<file path="src/rtl/cs_timing_pkg.sv">
package cs_timing_pkg;

   // Phases of one access
   typedef enum logic [2:0] {
      PH_IDLE   = 3'd0,
      PH_SETUP  = 3'd1,
      PH_LEAD   = 3'd2,
      PH_STROBE = 3'd3,
      PH_TAIL   = 3'd4,
      PH_DONE   = 3'd5
   } phase_t;

   // Address-to-chip-select setup encodings
   typedef enum logic [1:0] {
      SU_NONE = 2'b00,
      SU_RSVD = 2'b01,
      SU_QTR  = 2'b10,
      SU_HALF = 2'b11
   } setup_code_t;

   // The reserved code is folded onto the zero-delay code
   function automatic setup_code_t setup_effective(input logic [1:0] raw);
      setup_code_t code;
      code = setup_code_t'(raw);
      if (code == SU_RSVD) begin
         code = SU_NONE;
      end
      return code;
   endfunction

endpackage

</file>
<file path="src/rtl/cs_opt_bank.sv">
module cs_opt_bank #(
   parameter int NBANK  = 4,
   parameter int SCY_W  = 4,
   parameter int BANK_W = 2,
   parameter int OPT_W  = 9
) (
   input  logic              clk,
   input  logic              rst_n,
   input  logic              wr_en,
   input  logic [BANK_W-1:0] wr_bank,
   input  logic [OPT_W-1:0]  wr_data,
   input  logic [BANK_W-1:0] rd_bank,
   output logic [OPT_W-1:0]  rd_data
);

   // Bank 0 boots into the slowest timing so any device can be reached
   localparam logic [OPT_W-1:0] BOOT0 = {1'b0, 1'b0, {SCY_W{1'b1}}, 1'b1, 2'b11};

   logic [OPT_W-1:0] regs [NBANK];

   always_ff @(posedge clk or negedge rst_n) begin
      if (!rst_n) begin
         for (int b = 0; b < NBANK; b++) begin
            regs[b] <= (b == 0) ? BOOT0 : '0;
         end
      end else begin
         for (int b = 0; b < NBANK; b++) begin
            if (wr_en && (int'(wr_bank) == b)) begin
               regs[b] <= wr_data;
            end
         end
      end
   end

   generate
      if ((1 << BANK_W) == NBANK) begin : g_pow2
         assign rd_data = regs[rd_bank];
      end else begin : g_guard
         assign rd_data = (int'(rd_bank) < NBANK) ? regs[rd_bank] : '0;
      end
   endgenerate

endmodule

</file>
<file path="src/rtl/cs_delay_calc.sv">
module cs_delay_calc
   import cs_timing_pkg::*;
#(
   parameter int QPB      = 4,
   parameter int SCY_W    = 4,
   parameter int CNT_W    = 7,
   parameter bit RELAX_EN = 1'b1
) (
   input  logic [1:0]       setup_raw,
   input  logic             xsetup,
   input  logic [SCY_W-1:0] scy,
   input  logic             relax,
   input  logic             is_write,
   output logic [CNT_W-1:0] setup_len,
   output logic [CNT_W-1:0] lead_len,
   output logic [CNT_W-1:0] strobe_len,
   output logic             tail_en,
   output logic             tail_cs_hold
);

   localparam logic [CNT_W-1:0] QTR_LEN  = CNT_W'(QPB / 4);
   localparam logic [CNT_W-1:0] HALF_LEN = CNT_W'(QPB / 2);
   localparam logic [CNT_W-1:0] BUS_LEN  = CNT_W'(QPB);
   localparam logic [CNT_W-1:0] CNT_ONE  = CNT_W'(1);

   logic             relax_eff;
   setup_code_t      su;
   logic [CNT_W-1:0] base_len;
   logic [CNT_W-1:0] waits;

   // Variant: relaxed timing may be compiled out entirely
   generate
      if (RELAX_EN) begin : g_relax
         assign relax_eff = relax;
      end else begin : g_norelax
         logic unused_relax;
         assign unused_relax = relax;
         assign relax_eff    = 1'b0;
      end
   endgenerate

   always_comb begin
      su = setup_effective(setup_raw);
      unique case (su)
         SU_QTR:  base_len = QTR_LEN;
         SU_HALF: base_len = HALF_LEN;
         default: base_len = '0;
      endcase
      setup_len    = base_len + (xsetup ? BUS_LEN : '0);
      lead_len     = (relax_eff && (su != SU_NONE)) ? BUS_LEN : '0;
      waits        = relax_eff ? CNT_W'({scy, 1'b0}) : CNT_W'(scy);
      strobe_len   = BUS_LEN * (waits + CNT_ONE);
      tail_en      = relax_eff & is_write;
      tail_cs_hold = (su == SU_NONE);
   end

endmodule

</file>
<file path="src/rtl/cs_seq_fsm.sv">
module cs_seq_fsm
   import cs_timing_pkg::*;
#(
   parameter int QPB   = 4,
   parameter int CNT_W = 7
) (
   input  logic             clk,
   input  logic             rst_n,
   input  logic             req,
   input  logic             req_wr,
   input  logic [CNT_W-1:0] setup_len,
   input  logic [CNT_W-1:0] lead_len,
   input  logic [CNT_W-1:0] strobe_len,
   input  logic             tail_en,
   input  logic             tail_cs_hold,
   input  logic             ext_end,
   input  logic             ack,
   output phase_t           phase,
   output logic             wr_q,
   output logic             cs_hold_q
);

   localparam logic [CNT_W-1:0] CNT_ONE   = CNT_W'(1);
   localparam logic [CNT_W-1:0] TAIL_LOAD = CNT_W'(QPB - 1);

   logic [CNT_W-1:0] cnt, cnt_n;
   logic [CNT_W-1:0] lead_q, strobe_q;
   logic             tail_q, ext_q;
   phase_t           ph_n;
   logic             cap;
   logic             win_end;

   assign win_end = ack || (!ext_q && (cnt == '0));

   always_comb begin
      ph_n  = phase;
      cnt_n = cnt;
      cap   = 1'b0;
      unique case (phase)
         PH_IDLE: begin
            if (req) begin
               cap = 1'b1;
               if (setup_len != '0) begin
                  ph_n  = PH_SETUP;
                  cnt_n = setup_len - CNT_ONE;
               end else if (lead_len != '0) begin
                  ph_n  = PH_LEAD;
                  cnt_n = lead_len - CNT_ONE;
               end else begin
                  ph_n  = PH_STROBE;
                  cnt_n = strobe_len - CNT_ONE;
               end
            end
         end
         PH_SETUP: begin
            if (cnt == '0) begin
               if (lead_q != '0) begin
                  ph_n  = PH_LEAD;
                  cnt_n = lead_q - CNT_ONE;
               end else begin
                  ph_n  = PH_STROBE;
                  cnt_n = strobe_q - CNT_ONE;
               end
            end else begin
               cnt_n = cnt - CNT_ONE;
            end
         end
         PH_LEAD: begin
            if (cnt == '0) begin
               ph_n  = PH_STROBE;
               cnt_n = strobe_q - CNT_ONE;
            end else begin
               cnt_n = cnt - CNT_ONE;
            end
         end
         PH_STROBE: begin
            if (win_end) begin
               if (tail_q) begin
                  ph_n  = PH_TAIL;
                  cnt_n = TAIL_LOAD;
               end else begin
                  ph_n  = PH_DONE;
               end
            end else if (cnt != '0) begin
               cnt_n = cnt - CNT_ONE;
            end
         end
         PH_TAIL: begin
            if (cnt == '0) begin
               ph_n = PH_DONE;
            end else begin
               cnt_n = cnt - CNT_ONE;
            end
         end
         PH_DONE: ph_n = PH_IDLE;
         default: ph_n = PH_IDLE;
      endcase
   end

   always_ff @(posedge clk or negedge rst_n) begin
      if (!rst_n) begin
         phase     <= PH_IDLE;
         cnt       <= '0;
         lead_q    <= '0;
         strobe_q  <= '0;
         tail_q    <= 1'b0;
         ext_q     <= 1'b0;
         wr_q      <= 1'b0;
         cs_hold_q <= 1'b0;
      end else begin
         phase <= ph_n;
         cnt   <= cnt_n;
         if (cap) begin
            lead_q    <= lead_len;
            strobe_q  <= strobe_len;
            tail_q    <= tail_en;
            ext_q     <= ext_end;
            wr_q      <= req_wr;
            cs_hold_q <= tail_cs_hold;
         end
      end
   end

   AST_EXT_NEEDS_ACK: assert property (@(posedge clk) disable iff (!rst_n)
      (phase == PH_STROBE && ext_q && !ack) |=> (phase == PH_STROBE));
   AST_ACK_ENDS_WINDOW: assert property (@(posedge clk) disable iff (!rst_n)
      (phase == PH_STROBE && ack) |=> (phase == PH_TAIL || phase == PH_DONE));
   AST_DONE_TO_IDLE: assert property (@(posedge clk) disable iff (!rst_n)
      (phase == PH_DONE) |=> (phase == PH_IDLE));
   AST_BUSY_KEEPS_DIR: assert property (@(posedge clk) disable iff (!rst_n)
      (phase != PH_IDLE && req) |=> $stable(wr_q));

endmodule

</file>
<file path="src/rtl/cs_strobe_out.sv">
module cs_strobe_out
   import cs_timing_pkg::*;
(
   input  logic   clk,
   input  logic   rst_n,
   input  phase_t phase,
   input  logic   wr_q,
   input  logic   cs_hold_q,
   output logic   cs_n,
   output logic   we_n,
   output logic   oe_n,
   output logic   done
);

   logic cs_d, we_d, oe_d, done_d;

   always_comb begin
      cs_d   = (phase == PH_LEAD) || (phase == PH_STROBE) ||
               ((phase == PH_TAIL) && cs_hold_q);
      we_d   = (phase == PH_STROBE) && wr_q;
      oe_d   = (phase == PH_STROBE) && !wr_q;
      done_d = (phase == PH_DONE);
   end

   // Registered strobes: no decode glitches reach the pins
   always_ff @(posedge clk or negedge rst_n) begin
      if (!rst_n) begin
         cs_n <= 1'b1;
         we_n <= 1'b1;
         oe_n <= 1'b1;
         done <= 1'b0;
      end else begin
         cs_n <= !cs_d;
         we_n <= !we_d;
         oe_n <= !oe_d;
         done <= done_d;
      end
   end

   AST_DONE_ONE_CYCLE: assert property (@(posedge clk) disable iff (!rst_n)
      done |=> !done);
   AST_DONE_STROBES_OFF: assert property (@(posedge clk) disable iff (!rst_n)
      done |-> (cs_n && we_n && oe_n));
   AST_ONE_DIRECTION: assert property (@(posedge clk) disable iff (!rst_n)
      !(!we_n && !oe_n));
   AST_CTRL_INSIDE_CS: assert property (@(posedge clk) disable iff (!rst_n)
      (!we_n || !oe_n) |-> !cs_n);

endmodule

</file>
<file path="src/rtl/cs_cycle_timer.sv">
module cs_cycle_timer
   import cs_timing_pkg::*;
#(
   parameter int QPB      = 4,
   parameter int SCY_W    = 4,
   parameter int NBANK    = 4,
   parameter bit RELAX_EN = 1'b1,
   localparam int BANK_W  = (NBANK > 1) ? $clog2(NBANK) : 1,
   localparam int OPT_W   = SCY_W + 5
) (
   input  logic              clk,
   input  logic              rst_n,
   input  logic              opt_we,
   input  logic [BANK_W-1:0] opt_bank,
   input  logic [OPT_W-1:0]  opt_wdata,
   input  logic              req,
   input  logic              req_wr,
   input  logic [BANK_W-1:0] req_bank,
   input  logic              ext_ack,
   output logic              cs_n,
   output logic              we_n,
   output logic              oe_n,
   output logic              done
);

   localparam int MAX_WAIT = 2 * ((1 << SCY_W) - 1);
   localparam int MAX_CNT  = QPB * (MAX_WAIT + 1);
   localparam int CNT_W    = $clog2(MAX_CNT + 1);

   generate
      if (QPB < 4 || (QPB % 4) != 0) begin : g_bad_qpb
         $error("QPB must be a positive multiple of four");
      end
      if (SCY_W < 1 || NBANK < 1) begin : g_bad_size
         $error("SCY_W and NBANK must be at least one");
      end
   endgenerate

   logic [OPT_W-1:0] opt_sel;
   logic [1:0]       f_setup;
   logic             f_xsetup, f_ext, f_relax;
   logic [SCY_W-1:0] f_scy;
   logic [CNT_W-1:0] setup_len, lead_len, strobe_len;
   logic             tail_en, tail_cs_hold;
   phase_t           phase;
   logic             wr_q, cs_hold_q;

   cs_opt_bank #(
      .NBANK(NBANK), .SCY_W(SCY_W), .BANK_W(BANK_W), .OPT_W(OPT_W)
   ) u_opts (
      .clk(clk), .rst_n(rst_n), .wr_en(opt_we), .wr_bank(opt_bank),
      .wr_data(opt_wdata), .rd_bank(req_bank), .rd_data(opt_sel)
   );

   assign f_setup  = opt_sel[1:0];
   assign f_xsetup = opt_sel[2];
   assign f_scy    = opt_sel[2+SCY_W:3];
   assign f_ext    = opt_sel[3+SCY_W];
   assign f_relax  = opt_sel[4+SCY_W];

   cs_delay_calc #(
      .QPB(QPB), .SCY_W(SCY_W), .CNT_W(CNT_W), .RELAX_EN(RELAX_EN)
   ) u_calc (
      .setup_raw(f_setup), .xsetup(f_xsetup), .scy(f_scy), .relax(f_relax),
      .is_write(req_wr), .setup_len(setup_len), .lead_len(lead_len),
      .strobe_len(strobe_len), .tail_en(tail_en), .tail_cs_hold(tail_cs_hold)
   );

   cs_seq_fsm #(
      .QPB(QPB), .CNT_W(CNT_W)
   ) u_fsm (
      .clk(clk), .rst_n(rst_n), .req(req), .req_wr(req_wr),
      .setup_len(setup_len), .lead_len(lead_len), .strobe_len(strobe_len),
      .tail_en(tail_en), .tail_cs_hold(tail_cs_hold), .ext_end(f_ext),
      .ack(ext_ack), .phase(phase), .wr_q(wr_q), .cs_hold_q(cs_hold_q)
   );

   cs_strobe_out u_out (
      .clk(clk), .rst_n(rst_n), .phase(phase), .wr_q(wr_q),
      .cs_hold_q(cs_hold_q), .cs_n(cs_n), .we_n(we_n), .oe_n(oe_n),
      .done(done)
   );

endmodule

</file>
<file path="config.mk">
export PLATFORM = sky130hd
export DESIGN_NAME = cs_cycle_timer
export DESIGN_NICKNAME = d
export VERILOG_FILES = /design/src/rtl/cs_timing_pkg.sv /design/src/rtl/cs_opt_bank.sv /design/src/rtl/cs_delay_calc.sv /design/src/rtl/cs_seq_fsm.sv /design/src/rtl/cs_strobe_out.sv /design/src/rtl/cs_cycle_timer.sv
export SDC_FILE = /design/constraint.sdc
export NUM_CORES = 1
export LEC_CHECK = 0
export BUFFER_PORTS_ARGS = -buffer_cell sky130_fd_sc_hd__buf_2
export CORE_MARGIN = 1
export CORE_UTILIZATION = 31
export CTS_CLUSTER_DIAMETER = 30
export DETAILED_ROUTE_END_ITERATION = 7
export SLEW_MARGIN = 30
export SYNTH_ARGS = -nofsm -noshare
export SYNTH_HDL_FRONTEND = slang
export SYNTH_SLANG_ARGS = --single-unit
</file>
<file path="constraint.sdc">
create_clock -name clk -period 6.6 [get_ports clk]
set_clock_uncertainty 0.05 [all_clocks]
set_input_delay 1.32 -clock clk [delete_from_list [all_inputs] [get_ports clk]]
set_output_delay 1.32 -clock clk [all_outputs]
set_load 0.05 [all_outputs]
</file>
==> flow_metrics.py, run 1 <==
metrics = {
    "place": {
        "dp_cells": 417,
        "port_buffers": 22,
        "gp_congestion": 0.771,
        "pre_cts_slack_ns": 2.58,
        "dpl.hpwl_mm": 4.46,
        "placed_cell_area_sq_mm": 0.00344,
    },
    "layout": {
        "antenna_cells": 0,
        "final_cell_area_sq_mm": 0.00368,
        "drive_above_1_share_pct": 35.3,
        "final_common_cell": "dfrtp_1",
        "post-route-util_pct": 37.3,
        "final_cell_mix": "50 x dfrtp_1, 41 x mux2_2, 22 x buf_2",
        "fillCellCount": 970,
        "fin_cells": 433,
        "syn_to_final_growth_pct": 15.4,
        "nets": 319,
    },
    "synth": {
        "ys_async_sr_fraction_pct": 100,
        "seq_area_frac_synth_pct": 47.5,
        "synth_ff_type": "dfrtp_1",
        "netlist_instances": 269,
        "synth-edff-count": 0,
        "yosys.cell_types.count": 54,
        "syn_nets": 293,
        "ys_ff_latch": 60,
        "syn_avg_cell_area_sq_um": 11.9,
        "synth_warnings": 0,
        "syn_area_sq_mm": 0.00319,
    },
    "clock_tree": {
        "cts_tree": "yes",
        "clockRootBuffer": "clkbuf_8",
        "clock-sinks": 60,
        "cts_hold_buf": 0,
        "clkTransAtPathRegs_ns": 0.07,
        "cts-buffers-inserted": 9,
        "postCtsSetupRepairBufs": 0,
        "insertion_delay_ns": 0.34,
        "clock_path_buffers": 2,
        "cts_resized": 0,
        "htreeDepth": 3,
    },
    "worst_setup_path": {
        "worstSetupPathType": "primary input to register",
        "cp-end-kind": "register",
        "ff2ff_setup_slack_ns": 3.83,
        "cp_slowest_cell": "mux4_2",
        "path_max_fanout": 9,
        "path_cells": "buf_2, mux4_2, nor2b_1, ha_1, nand2_1, mux2_1, a21oi_1, or4b_1, nand3_1",
        "start_kind": "primary input",
        "reg2reg_to": "u_fsm.cnt[3]",
        "cp_data_arrival_time_ns": 3.92,
        "r2r_start": "u_fsm.cnt[0]",
        "slowest_delay_ns": 0.64,
        "worstPathRequired_ns": 6.82,
        "reg2regPathDepth": 8,
    },
    "detailed_routing": {
        "drc": 0,
        "first_iter_violations": 81,
        "ant_nets": 0,
        "drt-total-wl_mm": 6.56,
        "viasPerCell": 5.03,
        "vias": 2177,
        "routedWlPerCell_um": 15.2,
        "firstDrtPassIters": 4,
    },
    "global_routing": {
        "antenna_found_initial": 0,
        "grt_pass1_vias": 2250,
        "grt_first_pass_wirelength_mm": 11.1,
        "grt_use_total_pct": 14.1,
        "grt_max_degree": 61,
        "grt-ovfl-total": 0,
    },
    "die": {
        "design.die.area_sq_mm": 0.0107,
        "die_w_um": 103,
        "start_util_pct": 32.3,
        "core_area_sq_mm": 0.00986,
        "die_h_um": 103,
        "rows": 36,
        "io_pins": 23,
    },
    "run": {
        "max_cap_violations": 0,
    },
    "worst_hold_path": {
        "hp-class": "register to register",
        "min_from": "u_fsm.wr_q",
        "whs_path_depth": 1,
        "min_to": "u_out.we_n",
    },
    "sta": {
        "hold_viol_final": 0,
        "rsz0062_at_grt": "false",
        "worst_slew_pin_slew_ns": 0.755,
        "final_max_slew_viol_count": 0,
        "post-route-min-period_ns": 3.70,
        "fmax_mhz": 271,
        "post-route-period-util_pct": 56.0,
        "fin_setup_tns_ns": 0,
        "worst_slack_ns": 2.90,
        "finalSetupViolCount": 0,
        "relSlewSlack_pct": 49.6,
    },
    "power_and_ir_drop": {
        "peakVddDrop_mv": 0.163,
        "leakage_nw": 1.54,
        "powerDensity_mw_per_mm2": 433,
    },
    "outcome": {
        "run_status": "completed",
    },
}
-- cell usage after synthesis, types with 3 or more instances --
master,n,area share (%)
nand3_1,3,0.47
nand2_1,19,2.2
nor3_1,4,0.63
xnor2_1,6,1.6
clkbuf_1,6,0.71
a21oi_1,13,2.0
mux2i_1,3,0.94
nand3b_1,6,1.4
dfrtp_1,50,39
nor3b_1,4,0.94
mux2_2,41,14
ha_1,5,2.0
o21ai_0,11,1.7
inv_1,9,1.1
xor2_1,3,0.82
dfstp_2,10,8.2
a221oi_1,3,0.82
nor2_1,13,1.5
mux4_2,7,4.9
nor2b_1,5,0.98
o21ai_1,3,0.47
nand2b_1,3,0.59
and3b_1,3,0.82
a31oi_1,4,0.78
-- stage by stage --
step                      power (W)  hold slack, ns
final                       0.00159           0.349
after global routing        0.00171           0.361
after CTS                   0.00160           0.352
after detailed placement    0.00120           0.353
after global placement      0.00119           0.346
after floorplan             0.00107           0.329
-- per-layer routing --
layer	share of wire [%]	track usage [%]	up-vias
met3	3.9	4.84	13
met4	2.6	7.04	0
met2	47	22.2	40
li1	-	-	1042
met5	0	0	-
met1	46	17.1	1082
-- report_power, final --
group          total [W]  leakage [nW]  switching, W  internal (W)
sequential      0.000594         0.709      0.000104      0.000490
clock           0.000391         0.120      0.000147      0.000245
combinational   0.000609         0.711      0.000331      0.000278
total            0.00159          1.54      0.000582       0.00101
-- cell type report --
cell class / count / area [sq um] / share of cell area (%)
clock buffers: 13 / 169 / 4.59
clock inverters: 3 / 68.8 / 1.87
inverters: 9 / 33.8 / 0.918
multi-input cells: 191 / 1600 / 43.6
flip-flops and latches: 60 / 1510 / 41.1
well taps: 133 / 166 / 4.52
repair buffers: 24 / 125 / 3.40
-- registers in the layout (all words and copies together), names as in the netlist, 3 cells and up --
register / cells
u_fsm.phase: 3
u_fsm.cnt: 7
u_fsm.strobe_q: 5
u_opts.regs: 36
-- kinds of logic after synthesis --
family                   count (synthesis)  synth area share (%)
adder cells (fa/ha/maj)                  5                  1.96
flip-flops                              60                  47.5
AO/OA/AOI/OAI                           51                  10.6
AND/OR/NAND/NOR                         71                  12.2
XOR/XNOR                                10                  2.98
multiplexers                            54                  22.4
buffers and inverters                   18                  2.43
-- worst max path at each step --
stage / startpoint / endpoint / slack [ns] / depth (start not counted)
3_5_place_dp: req_bank[0] / u_fsm.cnt[6] / 2.58 / 9
4_1_cts: req_bank[0] / u_fsm.cnt[6] / 2.91 / 9
2_1_floorplan: req_bank[0] / u_fsm.cnt[6] / 2.96 / 9
6_report: req_bank[0] / u_fsm.cnt[6] / 2.90 / 9
5_1_grt: req_bank[0] / u_fsm.cnt[6] / 2.74 / 9
3_3_place_gp: req_bank[0] / u_fsm.cnt[6] / 2.64 / 9
-- worst max-delay path, delay by kind of cell --
kind	cells	cell delay [ns]
AOI/OAI and AO/OA	1	0.09
muxes	2	0.85
adders and majority gates	1	0.31
and+or+nand+nor	4	1.04
buffers and inverters	1	0.29
No activity file was read; power rests on OpenSTA's default activity.
==> run 2, diff against run 1 <==
--- a/config.mk
+++ b/config.mk
@@ -5,6 +5,7 @@
 export SDC_FILE = /design/constraint.sdc
 export NUM_CORES = 1
 export LEC_CHECK = 0
+export ABC_AREA = 1
 export BUFFER_PORTS_ARGS = -buffer_cell sky130_fd_sc_hd__buf_2
 export CORE_MARGIN = 1
 export CORE_UTILIZATION = 31
==> constraint.sdc (replaced) <==
create_clock -name clk -period 3.75 [get_ports clk]
set_clock_uncertainty 0.05 [all_clocks]
set_input_delay 0.75 -clock clk [delete_from_list [all_inputs] [get_ports clk]]
set_output_delay 0.75 -clock clk [all_outputs]
set_load 0.05 [all_outputs]
==> flow_metrics.py, run 2 <==
metrics = {
    "sta": {
        "post-route-period-util_pct": 68.9,
        "rsz0062_at_grt": "false",
        "finalSetupViolCount": 0,
        "fmax_mhz": 387,
        "post-route-min-period_ns": 2.58,
        "fin_setup_tns_ns": 0,
        "final_max_slew_viol_count": 0,
        "relSlewSlack_pct": 49.5,
        "worst_slew_pin_slew_ns": 0.757,
        "hold_viol_final": 0,
        "worst_slack_ns": 1.17,
    },
    "worst_hold_path": {
        "min_to": "u_out.we_n",
        "min_from": "u_fsm.wr_q",
        "whs_path_depth": 1,
        "hp-class": "register to register",
    },
    "detailed_routing": {
        "viasPerCell": 4.73,
        "routedWlPerCell_um": 12.0,
        "drc": 0,
        "ant_nets": 0,
        "vias": 2952,
        "drt-total-wl_mm": 7.48,
        "first_iter_violations": 180,
        "firstDrtPassIters": 4,
    },
    "worst_setup_path": {
        "path_cells": "buf_2, inv_2, nand2_1, nand3_1, nand2_2, nand2_1, nand2_1, inv_1, ha_1, inv_1, nand2_1, nand2_2, nand2_1, nand2_1, nand3_1, nand2_1, nand2_1, nand2_1",
        "reg2reg_to": "u_fsm.cnt[4]",
        "slowest_delay_ns": 0.33,
        "ff2ff_setup_slack_ns": 1.66,
        "reg2regPathDepth": 14,
        "cpMostUsedCell": "nand2_1",
        "worstSetupPathType": "primary input to register",
        "critPathBufInv": 4,
        "r2r_start": "u_fsm.cnt[0]",
        "cp_top_family": "simple AND/OR/NAND/NOR gates",
        "path_max_fanout": 23,
        "worstPathRequired_ns": 3.98,
        "cp-end-kind": "register",
        "crit_cells": 18,
        "start_kind": "primary input",
        "cp_slowest_cell": "buf_2",
        "cp_data_arrival_time_ns": 2.82,
    },
    "synth": {
        "yosys-top-cells-count": "158 x nand2_1, 59 x o21ai_0, 50 x dfrtp_1",
        "synth_ff_type": "dfrtp_1",
        "synth.largest_area_cell": "dfrtp_1",
        "seq_area_frac_synth_pct": 45.4,
        "syn_avg_cell_area_sq_um": 7.27,
        "synth-edff-count": 0,
        "syn_area_sq_mm": 0.00334,
        "ys_ff_latch": 60,
        "netlist_instances": 459,
        "syn_nets": 483,
        "synth_warnings": 0,
        "ys_async_sr_fraction_pct": 100,
        "yosysMostFrequentCell": "nand2_1",
        "synth_top_area_share_pct": 37.5,
        "yosys.cell_types.count": 30,
        "synthTopCellsByArea": "dfrtp_1 37%, nand2_1 18%, o21ai_0 8.8%",
    },
    "clock_tree": {
        "insertion_delay_ns": 0.35,
        "clkTransAtPathRegs_ns": 0.07,
        "cts_tree": "yes",
        "cts-buffers-inserted": 9,
        "cts_resized": 0,
        "postCtsSetupRepairBufs": 0,
        "clock-sinks": 60,
        "htreeDepth": 3,
        "clockRootBuffer": "clkbuf_8",
        "clock_path_buffers": 2,
        "cts_hold_buf": 0,
    },
    "global_routing": {
        "antenna_found_initial": 0,
        "gr-usage-met3_pct": 4.33,
        "grt_pass1_vias": 2873,
        "met2_usage_pct": 23.8,
        "grt_first_pass_wirelength_mm": 13.3,
        "grt_max_degree": 61,
        "grt_use_total_pct": 15.1,
        "gr-usage-met1_pct": 19.6,
        "grt-ovfl-total": 0,
        "busiest_layer": "met2",
    },
    "place": {
        "dp_cells": 608,
        "gp_congestion": 0.863,
        "port_buffers": 22,
        "dpl.hpwl_mm": 5.49,
        "pre_cts_slack_ns": 0.805,
    },
    "layout": {
        "nets": 507,
        "top_regs": "u_opts.regs: 36 flops, u_fsm.cnt: 7 flops, u_fsm.strobe_q: 5 flops",
        "largest-register": "u_opts.regs",
        "drive_above_1_share_pct": 12.9,
        "antenna_cells": 0,
        "final_cell_mix": "158 x nand2_1, 59 x o21ai_0, 50 x dfrtp_1",
        "largest_reg_flops": 36,
        "fin_cells": 624,
        "syn_to_final_growth_pct": 13.1,
        "final_common_cell": "nand2_1",
    },
    "die": {
        "start_util_pct": 32.2,
        "core_area_sq_mm": 0.0104,
        "die_h_um": 106,
        "io_pins": 23,
        "die_w_um": 106,
        "rows": 37,
        "design.die.area_sq_mm": 0.0112,
    },
    "power_and_ir_drop": {
        "leakage_nw": 1.92,
        "peakVddDrop_mv": 0.291,
        "powerDensity_mw_per_mm2": 669,
    },
    "outcome": {
        "run_status": "completed",
    },
    "run": {
        "max_cap_violations": 0,
    },
}
==> run 2: cell count changes in the layout (fill, tap and decap cells not counted), moves of 5 or more <==
cell     change
a21oi_1      -6
nand2_2      +7
nor2_1      +18
nor2b_1      -5
mux2_2      -41
mux4_2       -7
nand2_1    +139
inv_1       +39
nand3_1     +32
o21ai_0     +48
==> run 2: where the power goes <==
group / internal (W) / leakage, nW / total (W) / switching (W)
clock: 0.000342 / 0.106 / 0.000595 / 0.000254
sequential: 0.000843 / 0.727 / 0.000959 / 0.000116
combinational: 0.000336 / 1.09 / 0.000969 / 0.000634
==> run 2: final cells by class <==
| class | instances | area [sq um] |
|---|---|---|
| clock buffers | 12 | 155 |
| repair buffers | 23 | 118 |
| inverters | 53 | 199 |
| well taps | 136 | 170 |
| multi-input cells | 336 | 1570 |
| fillers | 1112 | 6600 |
| flip-flops and latches | 60 | 1510 |
| clock inverters | 4 | 48.8 |
==> run 2: worst max-delay path by stage <==
stage,from,to
after CTS,req_bank[0],u_fsm.cnt[5]
final,req_bank[0],u_fsm.cnt[5]
after floorplan,req_bank[0],u_fsm.cnt[5]
after global routing,req_bank[0],u_fsm.cnt[4]
after global placement,req_bank[0],u_fsm.cnt[5]
after detailed placement,req_bank[0],u_fsm.cnt[5]
==> run 2: cell families (layout without fill, tap and decap cells) <==
family          count (synthesis)  after routing  share of synthesized area [%]
compound gates                 80             80                           12.8
fa+ha+maj                       5              5                           1.87
simple gates                  243            243                           30.3
flops                          60             60                           45.4
xor+xnor                        8              8                           2.10
buf+inv                        63             92                           7.57
==> run 2: stage by stage <==
stage                     hold slack (ns)  utilization, %  instance area, sq um  total power, W
after CTS                           0.349            36.4                  3770         0.00255
after global routing                0.379            36.4                  3770         0.00275
final                               0.350            36.4                  3770         0.00252
after floorplan                     0.325               -                  3340         0.00170
after detailed placement            0.340            34.4                  3570         0.00194
after global placement              0.334            34.4                  3570         0.00192
==> run 2: layer usage <==
| layer | part of all wire (%) | vias to the layer above |
|---|---|---|
| li1 | - | 1520 |
| met1 | 49 | 1364 |
| met2 | 45 | 61 |
| met3 | 4.6 | 7 |
| met4 | 1.4 | 0 |
| met5 | 0 | - |
==> run 2: worst reg2reg max path: cells and delay by family, from the launching register on <==
kind | cells | cell delay, ns
simple gates | 10 | 1.07
buf+inv | 3 | 0.32
flops | 1 | 0.38
fa+ha+maj | 1 | 0.19
